[src/rtl/iocell_pkg.sv]
package iocell_pkg;

  typedef enum logic [2:0] {
    MODE_CIN   = 3'd0,
    MODE_RIN   = 3'd1,
    MODE_LIN   = 3'd2,
    MODE_OUT   = 3'd3,
    MODE_BIDIR = 3'd4
  } iomode_e;

endpackage

[src/rtl/io_capture.sv]
module io_capture
  import iocell_pkg::*;
#(
  parameter int NCLK = 2,
  localparam int CSW = (NCLK > 1) ? $clog2(NCLK) : 1
) (
  input  logic            clk,
  input  logic            rst_n,
  input  iomode_e         mode,
  input  logic [NCLK-1:0] ioclk,
  input  logic [CSW-1:0]  clk_sel,
  input  logic            pad_in,
  output logic            cap_out
);

  logic [NCLK-1:0] ioclk_q;
  logic            sel_lvl;
  logic            sel_rise;
  logic            reg_q, reg_d;
  logic            hold_q, hold_d;

  assign sel_lvl  = ioclk[clk_sel];
  assign sel_rise = sel_lvl & ~ioclk_q[clk_sel];

  // next-state for edge register and latch hold
  always_comb begin
    reg_d  = reg_q;
    hold_d = hold_q;
    if (mode == MODE_RIN && sel_rise) reg_d  = pad_in;
    if (mode == MODE_LIN && sel_lvl)  hold_d = pad_in;
  end

  always_ff @(posedge clk or negedge rst_n) begin
    if (!rst_n) begin
      ioclk_q <= '0;
      reg_q   <= 1'b0;
      hold_q  <= 1'b0;
    end else begin
      ioclk_q <= ioclk;
      reg_q   <= reg_d;
      hold_q  <= hold_d;
    end
  end

  always_comb begin
    unique case (mode)
      MODE_RIN: cap_out = reg_q;
      MODE_LIN: cap_out = sel_lvl ? pad_in : hold_q;
      default:  cap_out = pad_in;
    endcase
  end

endmodule

[src/rtl/io_oe_mux.sv]
module io_oe_mux #(
  parameter int NGLB = 2,
  parameter int NPT  = 14,
  localparam int NSRC = NGLB + NPT,
  localparam int SW   = $clog2(NSRC)
) (
  input  logic [NGLB-1:0] goe,
  input  logic [NPT-1:0]  pt_oe,
  input  logic [SW-1:0]   sel,
  output logic            oe_src
);

  logic [NSRC-1:0] src;

  // global enables occupy the low source numbers
  for (genvar g = 0; g < NGLB; g++) begin : g_glb
    assign src[g] = goe[g];
  end
  for (genvar p = 0; p < NPT; p++) begin : g_pt
    assign src[NGLB+p] = pt_oe[p];
  end

  always_comb begin
    oe_src = 1'b0;
    for (int i = 0; i < NSRC; i++) begin
      if (sel == SW'(i)) oe_src = src[i];
    end
  end

endmodule

[src/rtl/io_hiz_guard.sv]
module io_hiz_guard (
  input  logic clk,
  input  logic rst_n,
  input  logic prog_en,
  input  logic test_oe_n,
  output logic prog_lock,
  output logic force_hiz
);

  logic prog_q;
  logic lock_q, lock_d;

  // the lock is kept out of the asynchronous reset on purpose:
  // reset may only clear it when the programming enable is high
  always_comb begin
    if (!rst_n && prog_en)        lock_d = 1'b0;
    else if (prog_q && !prog_en)  lock_d = 1'b1;
    else                          lock_d = lock_q;
  end

  always_ff @(posedge clk) begin
    prog_q <= prog_en;
    lock_q <= lock_d;
  end

  assign prog_lock = lock_q;
  assign force_hiz = ~test_oe_n | ~prog_en | lock_q;

endmodule

[src/rtl/io_pad_cell.sv]
module io_pad_cell
  import iocell_pkg::*;
#(
  parameter int NCLK = 2,
  parameter int NGLB = 2,
  parameter int NPT  = 14,
  localparam int CSW = (NCLK > 1) ? $clog2(NCLK) : 1,
  localparam int SW  = $clog2(NGLB + NPT)
) (
  input  logic            clk,
  input  logic            rst_n,
  input  logic [2:0]      cfg_mode,
  input  logic [SW-1:0]   cfg_oe_sel,
  input  logic [CSW-1:0]  cfg_clk_sel,
  input  logic [NCLK-1:0] ioclk,
  input  logic [NGLB-1:0] goe,
  input  logic [NPT-1:0]  pt_oe,
  input  logic            test_oe_n,
  input  logic            prog_en,
  input  logic            core_dout,
  input  logic            pad_in,
  output logic            pad_dout,
  output logic            pad_oe,
  output logic            core_din
);

  iomode_e mode;
  logic    oe_src;
  logic    oe_raw;
  logic    prog_lock;
  logic    force_hiz;

  assign mode = iomode_e'(cfg_mode);

  io_capture #(.NCLK(NCLK)) u_cap (
    .clk     (clk),
    .rst_n   (rst_n),
    .mode    (mode),
    .ioclk   (ioclk),
    .clk_sel (cfg_clk_sel),
    .pad_in  (pad_in),
    .cap_out (core_din)
  );

  io_oe_mux #(.NGLB(NGLB), .NPT(NPT)) u_oe (
    .goe    (goe),
    .pt_oe  (pt_oe),
    .sel    (cfg_oe_sel),
    .oe_src (oe_src)
  );

  io_hiz_guard u_guard (
    .clk       (clk),
    .rst_n     (rst_n),
    .prog_en   (prog_en),
    .test_oe_n (test_oe_n),
    .prog_lock (prog_lock),
    .force_hiz (force_hiz)
  );

  always_comb begin
    unique case (mode)
      MODE_OUT:   oe_raw = 1'b1;
      MODE_BIDIR: oe_raw = oe_src;
      default:    oe_raw = 1'b0;
    endcase
  end

  assign pad_oe   = oe_raw & ~force_hiz;
  assign pad_dout = pad_oe & core_dout;

endmodule

[config.mk]
export PLATFORM = sky130hd
export DESIGN_NAME = io_pad_cell
export DESIGN_NICKNAME = d
export VERILOG_FILES = /design/src/rtl/iocell_pkg.sv /design/src/rtl/io_capture.sv /design/src/rtl/io_oe_mux.sv /design/src/rtl/io_hiz_guard.sv /design/src/rtl/io_pad_cell.sv
export SDC_FILE = /design/constraint.sdc
export NUM_CORES = 1
export LEC_CHECK = 0
export ABC_AREA = 1
export ABC_CLOCK_PERIOD_IN_PS = 1200
export BUFFER_PORTS_ARGS = -buffer_cell sky130_fd_sc_hd__buf_2
export CELL_PAD_IN_SITES_DETAIL_PLACEMENT = 0
export CELL_PAD_IN_SITES_GLOBAL_PLACEMENT = 1
export CORE_MARGIN = 8
export CORE_UTILIZATION = 22
export DETAILED_ROUTE_END_ITERATION = 10
export PLACE_DENSITY = 0.77
export SLEW_MARGIN = 30
export SYNTH_ARGS = -nofsm -noshare
export SYNTH_HDL_FRONTEND = slang
export SYNTH_SLANG_ARGS = --single-unit
[constraint.sdc]
create_clock -name clk -period 1.2 [get_ports clk]
set_clock_uncertainty 0.1 [all_clocks]
set_input_delay 0.18 -clock clk [delete_from_list [all_inputs] [get_ports clk]]
set_output_delay 0.18 -clock clk [all_outputs]
set_load 0.05 [all_outputs]
==> flow_metrics.env, run 1 <==
export IMPL_ir_worst_vdd_v=0.000386
export IMPL_start_kind="input port"
export IMPL_nFillCells=234
export IMPL_period_minus_slack_ps=1540
export IMPL_gp_congestion=0.767
export IMPL_ff_latch_area_um2=140
export IMPL_initial_core_util_pct=23.3
export IMPL_grt_first_pass_wirelength_mm=2.90
export IMPL_rows=17
export IMPL_total_power_w=0.000711
export IMPL_track_usage_pct=8.46
export IMPL_io_pins=35
export IMPL_synthCells=85
export IMPL_root_buffer="clkbuf_4"
export IMPL_cap_violations=0
export IMPL_multi_input_comb_area_um2=372
export IMPL_die_h_um=64.6
export IMPL_wirelength_mm=1.76
export IMPL_clk_path_buf_depth=2
export IMPL_wl_per_cell_um=10.7
export IMPL_syn_nets=117
export IMPL_pre_cts_ws_ps=-541
export IMPL_drtIter0Drc=15
export IMPL_finalHoldViolCount=0
export IMPL_synthSimpleGateAreaFrac_pct=43.3
export IMPL_yosys_area_share_adder_pct=0
export IMPL_final_common_cell="nand2_1"
export IMPL_reg2reg_from="u_cap.ioclk_q[0]"
export IMPL_fin_setup_tns_ps=-691
export IMPL_relSlewSlack_pct=88.0
export IMPL_arrival_ps=1260
export IMPL_antenna_found_initial=0
export IMPL_fmax_mhz=651
export IMPL_reg2reg_depth=3
export IMPL_holdPathStages=2
export IMPL_dieArea_um2=4180
export IMPL_coreArea_um2=2230
export IMPL_final_antenna_net_count=0
export IMPL_synth_area_um2=520
export IMPL_setup_ws_ps=-336
export IMPL_synth_seq_cells=6
export IMPL_violations="setup timing"
export IMPL_grt_max_degree=8
export IMPL_hold_end="u_guard.prog_q"
export IMPL_clock_sinks=6
export IMPL_die_w_um=64.6
export IMPL_via_per_inst=4.21
export IMPL_fin_area_um2=1020
export IMPL_port_buffers=34
export IMPL_areaGrowthSynthToFinish_pct=95.7
export IMPL_slew_violations=0
export IMPL_crit_fanout=3
export IMPL_synth_compound_area_share_pct=10.1
export IMPL_synth_top_family_by_area="simple AND/OR/NAND/NOR gates"
export IMPL_ys_seq_area_share_pct=26.9
export IMPL_setup_violations=3
export IMPL_crit_path_end_kind="output port"
export IMPL_final_nets=170
export IMPL_synth_distinct_cells=20
export IMPL_hold_path_class="in2reg"
export IMPL_cts_buffers=3
export IMPL_synth_xor_area_share_pct=0
export IMPL_grt_pass1_vias=708
export IMPL_first_pass_iters=4
export IMPL_clock_latency_ps=240
export IMPL_cts_tree="yes"
export IMPL_drive_gt1_share_pct=51.5
export IMPL_yosysWarnings=0
export IMPL_place_area_um2=808
export IMPL_status="finished with violations"
export IMPL_min_from="prog_en"
export IMPL_diodes=0
export IMPL_p_leak_nw=0.541
export IMPL_vias=690
export IMPL_rsz0062_at_grt="yes"
export IMPL_path_clk_slew_ps=50
export IMPL_drc=0
export IMPL_post_route_period_util_pct=128
export IMPL_tightest_slew_ps=176
export IMPL_synthMuxAreaShare_pct=6.01
export IMPL_synth_area_per_cell_um2=6.12
export IMPL_grt_overflow_total=0
export IMPL_final_cell_mix="28 x nand2_1, 24 x buf_2, 13 x buf_4"
export IMPL_dp_hpwl_mm=1.37
export IMPL_ff2ff_setup_slack_ps=100
export IMPL_crit_required_ps=920
export IMPL_cts_max_level=1
export IMPL_power_density_nw_per_um2=698
export IMPL_path_class="in2out"
export IMPL_r2r_end="u_cap.reg_q"
==> power by group <==
group	leakage, nW	total [W]	internal [W]	switching (W)
Sequential	0.0650	0.000238	0.000227	0.0000108
Clock	0.0138	0.000186	0.000113	0.0000731
Combinational	0.462	0.000286	0.000154	0.000132
==> worst max-delay path by stage <==
stage,start,end,slack [ps],cells past startpoint
final,cfg_oe_sel[3],pad_oe,-340,14
after global routing,cfg_oe_sel[0],pad_oe,-420,15
after CTS,cfg_oe_sel[2],pad_oe,-330,14
after detailed placement,cfg_oe_sel[0],pad_dout,-540,12
after global placement,cfg_oe_sel[0],pad_dout,-510,12
after floorplan,cfg_oe_sel[0],pad_dout,-260,14
==> registers in the layout, summed over array words and instances (netlist names) <==
register	count
u_cap.reg_q	1
u_guard.prog_q	1
u_cap.hold_q	1
u_guard.prog_lock	1
u_cap.ioclk_q	2
==> cell type report <==
class / count / share of cell area [%]
clock buffers: 3 / 2.21
inverters: 14 / 6.27
multi-input cells: 64 / 36.5
flip-flops and latches: 6 / 13.8
well taps: 28 / 3.44
repair buffers: 49 / 37.8
==> kinds of logic after synthesis <==
family / count (synthesis)
DFF: 6
and+or+nand+nor: 52
AOI/OAI and AO/OA: 9
muxes: 3
buffers and inverters: 15
==> per-layer routing <==
layer | vias to the layer above | global-route usage (%) | share of wire, %
met5 | - | 0 | 0
met4 | 0 | 4.09 | 0
met3 | 0 | 1.37 | 2.4
met2 | 14 | 15.9 | 56
met1 | 302 | 8.88 | 41
li1 | 374 | - | -
==> per-stage QoR <==
step                      util [%]  instances  hold WS (ps)
after floorplan                  -         85          -216
after global placement        36.2        155          -106
after detailed placement      36.2        155          -103
after CTS                     44.0        163          40.4
after global routing          45.6        164          42.8
final                         45.6        164          48.4
==> synth_stat cells <==
library cell  count  share of area [%]
inv_8             1                2.2
nand2_1          30                 22
a21oi_1           1               0.96
o21ai_0           5                4.8
a31oi_1           1                1.2
dfrtp_1           4                 19
nor3_1            2                1.9
o21ai_2           1                1.7
dfxtp_1           2                7.7
mux2i_1           2                3.8
nand3_1           6                5.8
nand4_1           1                1.2
nand2_2           3                3.6
nor2_2            1                1.2
mux2_2            1                2.2
inv_1            13                9.4
nor2_1            7                5.0
buf_6             1                2.2
o211ai_1          1                1.4
nand3b_1          2                2.9
==> timing repair <==
action                     in CTS  in global routing
cloned                          1                  0
hold buffers                    3                  0
setup endpoints to repair       3                  3
buffers inserted                1                  1
hold endpoints to repair        6                  0
pin swaps                      13                 11
gates resized for setup        26                  9
==> worst max-delay path, cell delays in order <==
cell	delay, ps
buf_8	100
nor2_4	110
nand3_2	80
nand2_1	60
inv_1	30
nand2_1	50
nand2_1	50
nand3_1	70
nand2_1	50
nand2_1	50
nand2_1	50
nand2_2	120
clkinvlp_4	100
buf_8	150
Power figures use the tool's default switching activity.
==> inputs of run 2 (changes only) <==
- ABC_AREA: 1 -> 0
- CORE_UTILIZATION: 22 -> 23
==> run 2 against run 1 <==
  * The run still ends with setup timing left
  * Die area decreased by 7.1%
  * Global-route usage increased by 0.45 points
  * Cell area decreased by 4.3%
  * Worst setup slack got worse by 130 ps
  * Critical path depth decreased by 7
  * Synthesized cell count decreased by 29%
  * Clock power increased by 6%
  * Power increased by 2.1%
  * Critical endpoint is now pad_dout
  * Largest power group unchanged
==> flow_metrics.env, run 2 <==
export IMPL_p_clk_share_pct=27.3
export IMPL_dp_cells=129
export IMPL_relSlewSlack_pct=82.9
export IMPL_power_internal_w=0.000522
export IMPL_gp_congestion=0.759
export IMPL_fmax_mhz=601
export IMPL_crit_fanout=8
export IMPL_status="finished with violations"
export IMPL_grt_max_degree=10
export IMPL_final_antenna_net_count=0
export IMPL_setup_violations=3
export IMPL_areaGrowthSynthToFinish_pct=97.7
export IMPL_pre_cts_ws_ps=-637
export IMPL_path_clk_slew_ps=40
export IMPL_path_class="in2out"
export IMPL_final_cell_mix="27 x buf_2, 13 x buf_4, 7 x nor2_1"
export IMPL_dieArea_um2=3880
export IMPL_ys_seq_area_share_pct=28.4
export IMPL_async_flop_share_pct=66.7
export IMPL_grt_overflow_total=0
export IMPL_synthTopCellsByCount="9 x nor2_1, 5 x mux2i_1, 5 x o21ai_0"
export IMPL_slew_violations=0
export IMPL_synth_seq_cells=6
export IMPL_crit_path_end_kind="output port"
export IMPL_cap_violations=0
export IMPL_cts_max_level=1
export IMPL_first_pass_iters=2
export IMPL_rows=16
export IMPL_sequentialPowerShare_pct=33.3
export IMPL_port_buffers=34
export IMPL_ir_worst_vdd_v=0.000636
export IMPL_grt_pass1_vias=675
export IMPL_drtIter0Drc=11
export IMPL_p_leak_nw=0.466
export IMPL_die_w_um=62.3
export IMPL_wirelength_mm=1.61
export IMPL_root_buffer="clkbuf_4"
export IMPL_dp_hpwl_mm=1.30
export IMPL_initial_core_util_pct=24.6
export IMPL_rsz0062_at_grt="yes"
export IMPL_power_density_nw_per_um2=744
export IMPL_largest_reg_flops=2
export IMPL_synth_distinct_cells=30
export IMPL_hold_path_class="in2reg"
export IMPL_total_power_w=0.000725
export IMPL_syn_nets=92
export IMPL_final_nets=144
export IMPL_cts_tree="yes"
export IMPL_vias=618
export IMPL_yosysWarnings=0
export IMPL_top_register="u_cap.ioclk_q"
export IMPL_grt_first_pass_wirelength_mm=2.93
export IMPL_cts_buffers=3
export IMPL_period_minus_slack_ps=1660
export IMPL_path_cells="buf_12 -> buf_4 -> buf_4 -> and3_1 -> o31a_1 -> nor3b_4 -> buf_6"
export IMPL_post_route_period_util_pct=139
export IMPL_via_per_inst=4.48
export IMPL_synth_edf_count=0
export IMPL_violations="setup timing"
export IMPL_start_kind="input port"
export IMPL_clock_latency_ps=240
export IMPL_path_buf_inv=4
export IMPL_arrival_ps=1380
export IMPL_synth_top_area_share_pct=20.3
export IMPL_drc=0
export IMPL_die_h_um=62.3
export IMPL_diodes=0
export IMPL_slowest_delay_ps=340
export IMPL_critPathSlowestCell="o31a_1"
export IMPL_clock_sinks=6
export IMPL_place_area_um2=796
export IMPL_crit_top_cell="buf_4"
export IMPL_post_synth_top_count_cell="nor2_1"
export IMPL_synth_area_per_cell_um2=8.22
export IMPL_ys_top_cells_by_area="dfrtp_1 20%, mux2i_1 10%, dfxtp_1 8.1%"
export IMPL_fin_area_um2=975
export IMPL_coreArea_um2=2000
export IMPL_wl_per_cell_um=11.6
export IMPL_crit_required_ps=920
export IMPL_path_delay_family="buffers and inverters"
export IMPL_finalNonFillerCells=138
export IMPL_p_sw_share_pct=28.0
export IMPL_synthCells=60
export IMPL_setup_ws_ps=-463
export IMPL_final_common_cell="buf_2"
export IMPL_pwr_share_comb_pct=39.4
export IMPL_yosysTopAreaCell="dfrtp_1"
export IMPL_drive_gt1_share_pct=61.3
export IMPL_track_usage_pct=8.91
export IMPL_finalHoldViolCount=0
export IMPL_synth_area_um2=493
export IMPL_tightest_slew_ps=255
export IMPL_power_switching_w=0.000203
export IMPL_io_pins=35
export IMPL_clk_path_buf_depth=2
export IMPL_antenna_found_initial=0
export IMPL_synthFlopType="dfrtp_1"
run 2: cells by family (layout without fill, tap and decap cells):
logic type / count (synthesis) / after routing / share of synthesized area (%)
and+or+nand+nor: 23 / 23 / 25.6
AOI/OAI and AO/OA: 16 / 16 / 22.1
buffers and inverters: 8 / 59 / 9.13
muxes: 7 / 7 / 14.7
DFF: 6 / 6 / 28.4
run 2: cell type report:
cell class / count / area, um^2
Clock buffer: 4 / 26.3
Sequential cell: 6 / 140
Timing Repair Buffer: 50 / 379
Tap cell: 27 / 33.8
Multi-Input combinational cell: 46 / 377
Inverter: 5 / 18.8
Fill cell: 206 / 1030
run 2: routing by layer:
layer	vias up	global-route usage, %	part of all wire (%)
met3	3	3.58	10
met5	-	0	0
met2	27	14.7	46
li1	320	-	-
met4	0	3.42	1.3
met1	268	9.98	43
run 2: repair_timing:
| action | 4_1_cts | 5_1_grt |
|---|---|---|
| hold buffers | 3 | 0 |
| setup buffers | 1 | 0 |
| gates resized for setup | 22 | 7 |
| pin swaps | 10 | 6 |
| setup endpoints to repair | 4 | 3 |
| endpoints found under the hold margin | 6 | 0 |
| gates cloned | 1 | 0 |
run 2: path summary, 6_finish.rpt:
check | from | end | slack (ps) | cells after the start
min | prog_en | u_guard.prog_q | 60 | 2
max | cfg_oe_sel[0] | pad_dout | -460 | 7
min reg2reg | u_guard.prog_lock | u_guard.prog_lock | 390 | 2
min in group asynchronous | rst_n | u_cap.ioclk_q[0] | 180 | 2
max reg2reg | u_cap.ioclk_q[1] | u_cap.reg_q | 130 | 3
max in group asynchronous | rst_n | u_cap.ioclk_q[1] | 700 | 2
run 2: power by group through the flow:
| stage | Clock (W) | Combinational [W] | Sequential [W] |
|---|---|---|---|
| final | 0.000198 | 0.000286 | 0.000242 |
| after floorplan | 0 | 0.000135 | 0.000243 |
| after detailed placement | 0 | 0.000234 | 0.000245 |
| after global placement | 0 | 0.000232 | 0.000244 |
| after global routing | 0.000219 | 0.000312 | 0.000245 |
| after CTS | 0.000207 | 0.000280 | 0.000242 |
run 2: through the flow:
stage,TNS (ps),hold WS [ps],utilization (%)
floorplan,-988,-216,-
global placement,-1960,-107,39.8
detailed placement,-2070,-106,39.8
CTS,-1140,60.5,47.9
global route,-1310,62.8,48.7
finish,-1040,63.5,48.7
==> inputs of run 3 (changes only) <==
- CORE_ASPECT_RATIO: not set -> 0.7
==> run 3 against run 2 <==
  * The flow still finishes with violations (setup timing)
  * Utilization down 1.3 points
  * Flip-flop and latch count unchanged
  * Worst hold slack better by 1.8 ps
  * Die area up 0.61%
  * Via count up 0.32%
  * Final cell count down 1.4%
  * Fmax up 4.7%
  * Sequential power about the same
  * Power up 0.63%
  * Critical endpoint unchanged
==> flow_metrics.env, run 3 (synthesis gave the netlist of run 2 again) <==
export IMPL_final_cell_mix="27 x buf_2, 13 x buf_4, 7 x nor2_1"
export IMPL_drive_gt1_share_pct=62.5
export IMPL_fin_area_um2=987
export IMPL_min_from="prog_en"
export IMPL_period_minus_slack_ps=1590
export IMPL_track_usage_pct=9.17
export IMPL_diodes=0
export IMPL_vias=620
export IMPL_status="finished with violations"
export IMPL_setup_violations=3
export IMPL_areaGrowthSynthToFinish_pct=100
export IMPL_clock_sinks=6
export IMPL_cts_tree="yes"
export IMPL_path_cells="buf_16 -> nor2b_4 -> o21ai_2 -> a31oi_1 -> o31a_1 -> nor3b_4 -> buf_6"
export IMPL_grt_pass1_vias=652
export IMPL_initial_core_util_pct=23.6
export IMPL_via_per_inst=4.56
export IMPL_fin_setup_tns_ps=-965
export IMPL_cp_depth=7
export IMPL_path_clk_slew_ps=40
export IMPL_multi_input_comb_area_um2=377
export IMPL_final_nets=145
export IMPL_grtUsageMet3_pct=2.19
export IMPL_top_register="u_cap.ioclk_q"
export IMPL_coreArea_um2=2080
export IMPL_clk_path_buf_depth=2
export IMPL_grt_overflow_total=0
export IMPL_root_buffer="clkbuf_4"
export IMPL_wirelength_mm=1.67
export IMPL_dp_hpwl_mm=1.38
export IMPL_path_delay_family="compound AO/OA/AOI/OAI gates"
export IMPL_total_power_w=0.000730
export IMPL_setup_ws_ps=-388
export IMPL_critPathSlowestCell="o31a_1"
export IMPL_r2r_end="u_cap.reg_q"
export IMPL_drtIter0Drc=7
export IMPL_path_buf_inv=2
export IMPL_finalHoldViolCount=0
export IMPL_crit_end="pad_dout"
export IMPL_slew_violations=0
export IMPL_die_h_um=54.7
export IMPL_start_kind="input port"
export IMPL_ir_worst_vdd_v=0.000359
export IMPL_cts_max_level=1
export IMPL_relSlewSlack_pct=82.1
export IMPL_largest_reg_flops=2
export IMPL_finalNonFillerCells=136
export IMPL_slowest_delay_ps=330
export IMPL_post_route_period_util_pct=132
export IMPL_io_pins=35
export IMPL_port_buffers=34
export IMPL_reg2reg_from="u_cap.ioclk_q[1]"
export IMPL_dieArea_um2=3900
export IMPL_dp_cells=125
export IMPL_cap_violations=0
export IMPL_antenna_found_initial=0
export IMPL_arrival_ps=1310
export IMPL_ff_latch_area_um2=140
export IMPL_violations="setup timing"
export IMPL_gp_congestion=0.821
export IMPL_grt_first_pass_wirelength_mm=2.82
export IMPL_ff2ff_setup_slack_ps=130
export IMPL_nFillCells=195
export IMPL_grt_max_degree=10
export IMPL_cp_startpoint="cfg_oe_sel[2]"
export IMPL_met1_usage_pct=9.97
export IMPL_rsz0062_at_grt="yes"
export IMPL_hold_path_class="in2reg"
export IMPL_wl_per_cell_um=12.3
export IMPL_top_usage_layer="met2"
export IMPL_grt_util_met2_pct=17.1
export IMPL_p_leak_nw=0.471
export IMPL_crit_fanout=4
export IMPL_crit_path_end_kind="output port"
export IMPL_fmax_mhz=630
export IMPL_final_antenna_net_count=0
export IMPL_cts_buffers=3
export IMPL_rows=14
export IMPL_path_class="in2out"
export IMPL_tightest_slew_ps=268
export IMPL_drc=0
export IMPL_die_w_um=71.3
export IMPL_post_route_util_pct=47.4
export IMPL_place_area_um2=785
export IMPL_final_common_cell="buf_2"
export IMPL_first_pass_iters=4
export IMPL_reg2reg_depth=3
export IMPL_crit_required_ps=920
export IMPL_clock_latency_ps=230
export IMPL_power_density_nw_per_um2=739
run 3: per-layer routing:
metal / routed length, um / vias to the layer above / share of wire (%)
met5: 0 / - / 0
li1: - / 328 / -
met3: 54 / 0 / 3.2
met1: 699 / 281 / 42
met4: 0 / 0 / 0
met2: 914 / 11 / 55
run 3: area by class of cell:
type | instances | area share (%)
multi-input cells | 46 | 38.1
flip-flops and latches | 6 | 14.2
repair buffers | 51 | 39.8
clock buffers | 4 | 2.66
well taps | 24 | 3.04
inverters | 5 | 2.15
run 3: timing repair:
action | in CTS | in global routing
gates resized for setup | 25 | 7
hold buffers | 4 | 0
setup buffers | 1 | 1
gates cloned | 1 | 0
hold endpoints to repair | 7 | 0
endpoints found under the setup margin | 4 | 4
pin swaps | 11 | 6
run 3: worst reg2reg max path: stages (launching register included):
cell,delay [ps]
dfrtp_1,350
mux2i_1,130
nand3_1,90
mux2_2,270
run 3: power breakdown:
| part | leakage (nW) | internal (W) | switching [W] |
|---|---|---|---|
| Combinational | 0.391 | 0.000172 | 0.000121 |
| Sequential | 0.0644 | 0.000229 | 0.0000152 |
| Clock | 0.0150 | 0.000126 | 0.0000666 |
| Total | 0.471 | 0.000527 | 0.000203 |
run 3: how the worst min path moves through the flow:
stage                        end  cells after the start  slack, ps
6_report       u_guard.prog_lock                      2         70
3_5_place_dp    u_cap.ioclk_q[0]                      1       -110
5_1_grt        u_guard.prog_lock                      2         90
2_1_floorplan       u_cap.hold_q                      0       -220
4_1_cts        u_guard.prog_lock                      2         60
3_3_place_gp    u_cap.ioclk_q[1]                      1       -110
run 3: per-stage QoR:
step	setup WS, ps	hold slack [ps]
6_report	-388	65.3
5_1_grt	-448	87.1
4_1_cts	-471	61.0
3_5_place_dp	-643	-110
3_3_place_gp	-594	-111
2_1_floorplan	-485	-216
